===== src/rtl/sertx_pkg.sv =====
// Shared constants and helpers for the serial transmitter.
// Assumes at most 9 data bits, optional parity, and up to 2 stop bits.
package sertx_pkg;
    localparam int MAX_DATA = 9;
    localparam int FRAME_W  = 1 + MAX_DATA + 1 + 2;
    localparam int CNT_W    = $clog2(FRAME_W + 1);

    // Map the 3-bit width code to a data bit count (reserved codes give 8).
    function automatic logic [3:0] data_bits(input logic [2:0] code);
        case (code)
            3'b000:  data_bits = 4'd5;
            3'b001:  data_bits = 4'd6;
            3'b010:  data_bits = 4'd7;
            3'b111:  data_bits = 4'd9;
            default: data_bits = 4'd8;
        endcase
    endfunction
endpackage


===== src/rtl/sertx_holdreg.sv =====
// One-deep holding register between the write port and the shift stage.
// Assumes load and take are never asserted in the same cycle.
module sertx_holdreg #(
    parameter int W = 9
) (
    input  logic         clk,
    input  logic         rst_n,
    input  logic         load_i,
    input  logic [W-1:0] data_i,
    input  logic         take_i,
    output logic         full_o,
    output logic [W-1:0] data_o
);
    // Capture a character on load and release it on take.
    always_ff @(posedge clk) begin
        if (!rst_n) begin
            full_o <= 1'b0;
            data_o <= '0;
        end else if (take_i) begin
            full_o <= 1'b0;
        end else if (load_i) begin
            full_o <= 1'b1;
            data_o <= data_i;
        end
    end
endmodule


===== src/rtl/sertx_framer.sv =====
// Builds a frame (start, data LSB first, optional parity, stop bits) and
// shifts it out one bit per baud tick. Settings are sampled at start_i.
// Assumes start_i is only raised while the framer is idle.
module sertx_framer
    import sertx_pkg::*;
(
    input  logic                clk,
    input  logic                rst_n,
    input  logic                start_i,
    input  logic [MAX_DATA-1:0] data_i,
    input  logic [2:0]          size_i,
    input  logic [1:0]          par_i,
    input  logic                two_stop_i,
    input  logic                tick_i,
    output logic                busy_o,
    output logic                txd_o,
    output logic                end_o
);
    logic [FRAME_W-1:0] shreg;
    logic [CNT_W-1:0]   remain;
    logic [FRAME_W-1:0] frame_nx;
    logic [CNT_W-1:0]   len_nx;
    logic [3:0]         nbits;
    logic               par_on;
    logic               par_bit;

    // Assemble the frame image and its length from the current settings.
    always_comb begin
        nbits   = data_bits(size_i);
        par_on  = par_i[1];
        par_bit = par_i[0];
        for (int i = 0; i < MAX_DATA; i++) begin
            if (i < int'(nbits)) par_bit = par_bit ^ data_i[i];
        end
        frame_nx    = '1;
        frame_nx[0] = 1'b0;
        for (int i = 0; i < MAX_DATA; i++) begin
            if (i < int'(nbits)) frame_nx[1 + i] = data_i[i];
        end
        if (par_on) frame_nx[1 + int'(nbits)] = par_bit;
        len_nx = CNT_W'(nbits) + CNT_W'(1) + CNT_W'(par_on)
               + (two_stop_i ? CNT_W'(2) : CNT_W'(1));
    end

    // Load a new frame or advance the current one on a baud tick.
    always_ff @(posedge clk) begin
        if (!rst_n) begin
            busy_o <= 1'b0;
            shreg  <= '1;
            remain <= '0;
        end else if (start_i) begin
            busy_o <= 1'b1;
            shreg  <= frame_nx;
            remain <= len_nx - CNT_W'(1);
        end else if (busy_o && tick_i) begin
            shreg  <= {1'b1, shreg[FRAME_W-1:1]};
            remain <= remain - CNT_W'(1);
            if (remain == '0) busy_o <= 1'b0;
        end
    end

    assign end_o = busy_o && tick_i && (remain == '0);
    assign txd_o = busy_o ? shreg[0] : 1'b1;
endmodule


===== src/rtl/sertx_flags.sv =====
// Frame-done flag register and interrupt gating for both status flags.
// Assumes wr_ok_i marks an accepted write to the holding register.
module sertx_flags (
    input  logic clk,
    input  logic rst_n,
    input  logic frame_end_i,
    input  logic buf_full_i,
    input  logic wr_ok_i,
    input  logic dre_flag_i,
    input  logic gie_i,
    input  logic dre_ie_i,
    input  logic txc_ie_i,
    output logic txc_o,
    output logic dre_irq_o,
    output logic txc_irq_o
);
    // Set on a quiet end of frame, clear on an accepted write.
    always_ff @(posedge clk) begin
        if (!rst_n)                         txc_o <= 1'b0;
        else if (wr_ok_i)                   txc_o <= 1'b0;
        else if (frame_end_i && !buf_full_i) txc_o <= 1'b1;
    end

    assign dre_irq_o = dre_flag_i & dre_ie_i & gie_i;
    assign txc_irq_o = txc_o & txc_ie_i & gie_i;
endmodule


===== src/rtl/sertx_core.sv =====
// Top of the serial transmitter: holding register, framer and flags.
// Assumes baud_tick is a single-cycle pulse from an external divider.
module sertx_core
    import sertx_pkg::*;
(
    input  logic       clk,
    input  logic       rst_n,
    input  logic       tx_en,
    input  logic [2:0] char_size,
    input  logic [1:0] parity_mode,
    input  logic       two_stop,
    input  logic       wr_stb,
    input  logic [7:0] wr_data,
    input  logic       bit9_in,
    input  logic       baud_tick,
    input  logic       gie,
    input  logic       dre_ie,
    input  logic       txc_ie,
    output logic       txd,
    output logic       tx_drive,
    output logic       dre_flag,
    output logic       txc_flag,
    output logic       dre_irq,
    output logic       txc_irq
);
    logic                buf_full;
    logic [MAX_DATA-1:0] buf_data;
    logic                wr_ok;
    logic                take;
    logic                fr_busy;
    logic                fr_end;

    assign wr_ok    = wr_stb & tx_en & ~buf_full;
    assign take     = buf_full & ~fr_busy;
    assign dre_flag = ~buf_full;
    assign tx_drive = tx_en | buf_full | fr_busy;

    sertx_holdreg #(.W(MAX_DATA)) i_hold (
        .clk    (clk),
        .rst_n  (rst_n),
        .load_i (wr_ok),
        .data_i ({bit9_in, wr_data}),
        .take_i (take),
        .full_o (buf_full),
        .data_o (buf_data)
    );

    sertx_framer i_framer (
        .clk        (clk),
        .rst_n      (rst_n),
        .start_i    (take),
        .data_i     (buf_data),
        .size_i     (char_size),
        .par_i      (parity_mode),
        .two_stop_i (two_stop),
        .tick_i     (baud_tick),
        .busy_o     (fr_busy),
        .txd_o      (txd),
        .end_o      (fr_end)
    );

    sertx_flags i_flags (
        .clk         (clk),
        .rst_n       (rst_n),
        .frame_end_i (fr_end),
        .buf_full_i  (buf_full),
        .wr_ok_i     (wr_ok),
        .dre_flag_i  (dre_flag),
        .gie_i       (gie),
        .dre_ie_i    (dre_ie),
        .txc_ie_i    (txc_ie),
        .txc_o       (txc_flag),
        .dre_irq_o   (dre_irq),
        .txc_irq_o   (txc_irq)
    );
endmodule


===== config.mk =====
export PLATFORM = sky130hd
export DESIGN_NAME = sertx_core
export DESIGN_NICKNAME = d
export VERILOG_FILES = /design/src/rtl/sertx_pkg.sv /design/src/rtl/sertx_holdreg.sv /design/src/rtl/sertx_framer.sv /design/src/rtl/sertx_flags.sv /design/src/rtl/sertx_core.sv
export SDC_FILE = /design/constraint.sdc
export NUM_CORES = 1
export LEC_CHECK = 0
export ABC_AREA = 1
export BUFFER_PORTS_ARGS = -buffer_cell sky130_fd_sc_hd__buf_4
export CAP_MARGIN = 20
export CORE_ASPECT_RATIO = 0.75
export CORE_MARGIN = 1
export CORE_UTILIZATION = 55
export DETAILED_ROUTE_END_ITERATION = 8
export PLACE_DENSITY = 0.79
export SETUP_SLACK_MARGIN = 0.5
export SYNTH_ARGS = -nofsm -noshare
export SYNTH_HDL_FRONTEND = slang
export SYNTH_SLANG_ARGS = --single-unit

===== constraint.sdc =====
create_clock -name clk -period 2.1 [get_ports clk]
set_clock_uncertainty 0.2 [all_clocks]
set_input_delay 0.105 -clock clk [delete_from_list [all_inputs] [get_ports clk]]
set_output_delay 0.105 -clock clk [all_outputs]
set_load 0.01 [all_outputs]

# Word level (Yosys, flattened, before mapping)
# Cells that the tools add are included.
[word_totals]
reg_bits = 29
input_bits = 23
elab_cells = 93
[classes]
addsub = 6
order_cmp = 11
eq_ne = 3
mux = 32
bitwise = 22
reduce_logical = 13
[op_table]
columns = ["cell", "count"]
rows = [
  ["2-to-1 mux 13 bit", 3],
  ["greater-or-equal comparator 32 x 1 -> 1 bit, second input constant", 1],
  ["less-than comparator 32 x 6 -> 1 bit, second input constant", 1],
  ["2-to-1 mux 1 bit", 23],
  ["less-than comparator 3 x 4 -> 1 bit, first input constant", 4],
  ["case mux 4 bit (4 select lines)", 1],
  ["bitwise mux 13 bit", 1],
  ["XOR 1 bit", 9],
  ["less-than comparator 1 x 4 -> 1 bit, first input constant", 2],
  ["less-than comparator 2 x 4 -> 1 bit, first input constant", 2],
  ["2-to-1 mux 4 bit", 2],
  ["subtractor 4 x 1 -> 4 bit, second input constant", 2],
  ["bitwise AND 1 bit", 7],
  ["adder 1 x 4 -> 5 bit, first input constant", 1],
  ["adder 4 x 1 -> 4 bit", 1],
  ["adder 4 x 1 -> 4 bit, second input constant", 1],
  ["adder 4 bit", 1],
  ["demux 1 bit (select 4 bit)", 1],
  ["logical AND 1 bit", 4],
  ["logical NOT 4 bit", 1],
  ["less-than comparator 4 bit, first input constant", 1],
  ["inverter 1 bit", 4],
  ["AND reduction 2 bit", 2],
  ["nonzero test 2 bit", 2],
  ["other kinds (8)", 10],
]

# Logic depth before layout (Yosys ltp)
[logic_depth]
depth_word = 23
depth_mapped = 15

# Modules after synthesis
# From an unflattened synthesis, not the netlist that was laid out.
[unflattened]
hier_cells = 293
area_unflattened_um2 = 1829.3
[modules_own_cells]
columns = ["mod", "n_inst", "cells_each", "area_each_um2", "seq_area_each_um2"]
rows = [
  ["sertx_framer", 1, 212, 1285.0, 360.3],
  ["sertx_holdreg", 1, 62, 449.2, 200.2],
  ["sertx_flags", 1, 12, 66.3, 20.0],
  ["sertx_core", 1, 7, 28.8, 0.0],
]

# Worst setup path before layout
# No wires, ideal clock.
[synth_timing]
path_type = "input port to flip-flop"
startpoint = "input char_size[0]"
endpoint = "register i_framer.remain[1]"
setup_time_ns = 0.122
arrival_ns = 1.542
path_slack_ns = 0.237
cell_stages = 6
n_path_buf = 0
cell_sequence = "o21ai_0 > inv_1 > fa_1 > fa_1 > nor2_1 > o311a_1"
[synth_between]
elab_chain_len = 7
elab_cells_between_ends = 10
classes_between = "add/sub (4); eq/ne (3); mux (2); reduce/logical (1)"
[synth_lines]
columns = ["element", "line", "text"]
rows = [
  ["from (decl)", "sertx_core.sv:9", "input logic [2:0] char_size,"],
  ["== test 3 bit, or another cell as far along", "sertx_pkg.sv:10", "case (code)"],
  ["case mux 4 bit (4 select lines) (*)", "sertx_pkg.sv:10", ""],
  ["adder 4 x 1 -> 4 bit (*) (2 in a row)", "sertx_framer.sv:41", "len_nx = CNT_W'(nbits) + CNT_W'(1) + CNT_W'(par_on)"],
  ["adder 4 bit (*)", "sertx_framer.sv:42", "+ (two_stop_i ? CNT_W'(2) : CNT_W'(1));"],
  ["subtractor 4 x 1 -> 4 bit (*)", "sertx_framer.sv:54", "remain <= len_nx - CNT_W'(1);"],
  ["2-to-1 mux 4 bit (*)", "sertx_framer.sv:51", "end else if (start_i) begin"],
  ["to (signal assigned)", "sertx_framer.sv:54", ""],
  ["to (signal assigned)", "sertx_framer.sv:57", "remain <= remain - CNT_W'(1);"],
  ["to (decl)", "sertx_framer.sv:20", "logic [CNT_W-1:0] remain;"],
]
# Mark *: on every way between the ends. The rest lies on a longest branch, timed or not.
# A chain may end at the register's enable or synchronous reset.

# Worst setup path in the final report
[layout_timing]
startpoint = "register i_hold.data_o[8]"
endpoint = "register i_framer.shreg[9]"
[layout_between]
elab_chain_len = 5
elab_cells_between_ends = 6
classes_between = "mux (5); bitwise (1)"
[layout_lines]
columns = ["element", "line", "text"]
rows = [
  ["from (decl)", "sertx_holdreg.sv:12", "output logic [W-1:0] data_o"],
  ["from (signal assigned)", "sertx_holdreg.sv:23", "data_o <= data_i;"],
  ["XOR 1 bit", "sertx_framer.sv:33", "if (i < int'(nbits)) par_bit = par_bit ^ data_i[i];"],
  ["2-to-1 mux 1 bit", "sertx_framer.sv:33", ""],
  ["bitwise mux 13 bit", "sertx_framer.sv:40", "if (par_on) frame_nx[1 + int'(nbits)] = par_bit;"],
  ["2-to-1 mux 13 bit (*)", "sertx_framer.sv:40", ""],
  ["2-to-1 mux 13 bit (*)", "sertx_framer.sv:51", ""],
  ["to (signal assigned)", "sertx_framer.sv:53", "shreg <= frame_nx;"],
  ["to (signal assigned)", "sertx_framer.sv:56", "shreg <= {1'b1, shreg[FRAME_W-1:1]};"],
  ["to (decl)", "sertx_framer.sv:19", "logic [FRAME_W-1:0] shreg;"],
]
# Marks and branches as above.

==> flow_metrics.env <==
export IMPL_grt_pass1_wl_mm=7.07
export IMPL_cts_buffer_depth=2
export IMPL_nFillCells=156
export IMPL_highest_layer="met4"
export IMPL_crit_arrival_ns=1.69
export IMPL_die_h_um=49.7
export IMPL_pre_cts_slack_ns=0.134
export IMPL_syn_area_sq_mm=0.00167
export IMPL_setup_slack_ns=0.391
export IMPL_path_max_fanout=4
export IMPL_wl_met2_mm=2.26
export IMPL_cellLeakagePower_nw=1.18
export IMPL_wl_per_cell_um=13.6
export IMPL_ys_warn_count=0
export IMPL_area_growth_pct=43.1
export IMPL_yosys_area_top_type="dfxtp_1"
export IMPL_drt_total_wl_mm=4.79
export IMPL_path_cells="nand4_1 > nand2_2 > nand2_2 > nand2_2 > clkinv_2 > nor2_2 > nand2_2 > nand2_4 > nand3_1 > nand2_1 > nand2_1 > nand2_1 > nand2_1"
export IMPL_status="finished with violations"
export IMPL_synthTopCellsByArea="dfxtp_1 (35%), nand2_1 (14%), inv_1 (8.8%)"
export IMPL_ios=29
export IMPL_cap_viol_max_count=0
export IMPL_htree_levels=2
export IMPL_cts_root_buf="clkbuf_8"
export IMPL_drtIter0Drc=140
export IMPL_synth_top_area_share_pct=34.8
export IMPL_synth_flop_cell="dfxtp_1"
export IMPL_synthCells=254
export IMPL_power_density_mw_per_mm2=671
export IMPL_met3WireLength_um=365
export IMPL_grt_usage_pct=28.8
export IMPL_dp_hpwl_mm=2.85
export IMPL_async_reset_ff_share_pct=0
export IMPL_synth_most_common_cell="nand2_1"
export IMPL_synth_edf_count=0
export IMPL_hold_slack_ns=-0.0245
export IMPL_portBuffers=28
export IMPL_cp_top_family="simple AND/OR/NAND/NOR gates"
export IMPL_seq_area_frac_synth_pct=34.8
export IMPL_violations="hold timing"
export IMPL_synth_nets=281
export IMPL_cts_tree="built"
export IMPL_ys_seq_elements=29
export IMPL_peakVddDrop_v=0.000447
export IMPL_path_buf_inv=1
export IMPL_multiInputGateArea_sq_um=986
export IMPL_wl_met1_mm=2.09
export IMPL_hold_viol=2
export IMPL_layout_nets=342
export IMPL_n_antenna_cell=0
export IMPL_gp_congestion=0.826
export IMPL_synth_cell_types=32
export IMPL_drc=0
export IMPL_crit_type="reg -> reg"
export IMPL_cp_end_kind="flip-flop"
export IMPL_fp_row_count=16
export IMPL_die_area_sq_mm=0.00326
export IMPL_fin_crit_ns=1.71
export IMPL_seqCellArea_sq_um=594
export IMPL_tightest_slew_ns=0.278
export IMPL_slowest_delay_ns=0.34
export IMPL_cts_sinks=29
export IMPL_die_w_um=65.6
export IMPL_rsz0062_at_grt="true"
export IMPL_cts_buffers_inserted=5
export IMPL_setup_violations=0
export IMPL_initial_core_util_pct=60.9
export IMPL_worstSkewPairLatency_ns=0.28
export IMPL_setup_tns_final_ns=0
export IMPL_first_global_vias=1557
export IMPL_coreArea_sq_mm=0.00274
export IMPL_grt_overflow_total=0
export IMPL_vias_per_cell=5.36
export IMPL_path_clk_slew_ns=0.07
export IMPL_fmax_ghz=0.585
export IMPL_antenna_found_initial=0
export IMPL_startpoint_type="flip-flop"
export IMPL_syn_avg_cell_area_sq_um=6.58
export IMPL_drt_pre_antenna_iters=5
export IMPL_grt_max_degree=26
export IMPL_slew_headroom_pct=81.4
export IMPL_crit_path_top_delay_cell="dfxtp_2"
export IMPL_vias=1883
export IMPL_drv_slew=0
export IMPL_required_ns=2.08
export IMPL_hp_class="in -> reg"
export IMPL_period_share_pct=81.4
export IMPL_ant_nets=0
export IMPL_final_layout_size_suffix_gt1_share_pct=34.9
export IMPL_synth_common_cells="nand2_1 (64), inv_1 (39), nor2_1 (30)"
==> power breakdown <==
group          switching (W)  internal [W]  total (W)  leakage, nW
logic               0.000272      0.000220   0.000492        0.897
clock network       0.000217      0.000259   0.000475       0.0433
registers          0.0000331      0.000604   0.000637        0.242
==> sequential cells by signal (all words and copies together) (netlist names) <==
signal and flops:
i_framer.shreg 13, i_framer.remain 4, i_hold.data_o 9, i_framer.busy_o 1, i_hold.full_o 1, i_flags.txc_o 1
==> metrics by stage <==
step	hold slack [ns]	instance area, sq um	std cells	total power [W]	utilization [%]
finish	-0.0245	2390	351	0.00160	87.2
global route	0.0180	2390	351	0.00168	87.2
CTS	0.0450	2200	340	0.00152	80.4
detailed placement	0.175	1940	318	0.00102	70.9
global placement	0.170	1940	318	0.00101	70.9
floorplan	0.0530	1680	254	0.000904	-
==> cells in the final DEF (no fill, tap or decap), types with 2 or more instances in the layout <==
cell type,n
dfxtp_2,5
nand2_4,3
nand4_1,2
nor2_2,5
nand3_1,8
dfxtp_1,22
ha_1,2
a21oi_1,10
buf_8,2
a211oi_1,2
fa_2,2
dlygate4sd3_1,12
nor2_1,26
o221ai_1,2
o21ai_0,19
nand2_1,52
inv_2,8
clkinvlp_4,2
inv_1,32
nand3_2,2
nor3_1,2
buf_6,3
nand2_2,21
o211ai_1,6
clkbuf_8,6
buf_4,43
dfxtp_4,2
==> worst min-delay path, stage by stage <==
cell and delay (ns):
buf_4 0.09, nand2_4 0.07, nor2_1 0.09, a2111oi_1 0.05
==> layer usage <==
| metal | vias up | global-route usage, % |
|---|---|---|
| li1 | 934 | - |
| met1 | 858 | 41.0 |
| met2 | 82 | 42.5 |
| met3 | 9 | 6.94 |
| met4 | 0 | 8.70 |
| met5 | - | 0 |
==> cell type report <==
cell class	instances	share of cell area, %
Multi-Input combinational cell	176	41.2
Inverter	42	6.75
Clock inverter	1	0.314
Sequential cell	29	24.9
Timing Repair Buffer	60	21.2
Tap cell	36	1.88
Clock buffer	6	3.45
Timing Repair inverter	1	0.314
==> final timing paths <==
check	cells past startpoint	to	start	slack [ns]
worst max-delay path	13	i_framer.shreg[9]	i_hold.data_o[8]	0.39
worst min-delay path	4	i_framer.remain[0]	baud_tick	-0.02
worst max register to register	13	i_framer.shreg[9]	i_hold.data_o[8]	0.39
worst min register to register	2	i_framer.shreg[12]	i_framer.shreg[12]	0.25
==> cell families (layout without fill, tap and decap cells) <==
logic type,Yosys count,count (layout),share of synthesized area (%)
DFF,29,29,34.8
buffers and inverters,49,110,11.8
adders and majority gates,4,4,3.89
AOI/OAI and AO/OA,46,46,16.6
and+or+nand+nor,125,125,32.4
xor gates and xnor gates,1,1,0.524
==> timing repair <==
action,in CTS,in global routing
gates resized for setup,12,40
pin swaps,3,14
hold endpoints to repair,16,0
hold buffers,12,0
setup buffers,3,10
setup endpoints to repair,16,16
cloned,0,1
Note: power is estimated with default switching activity, not from simulation.
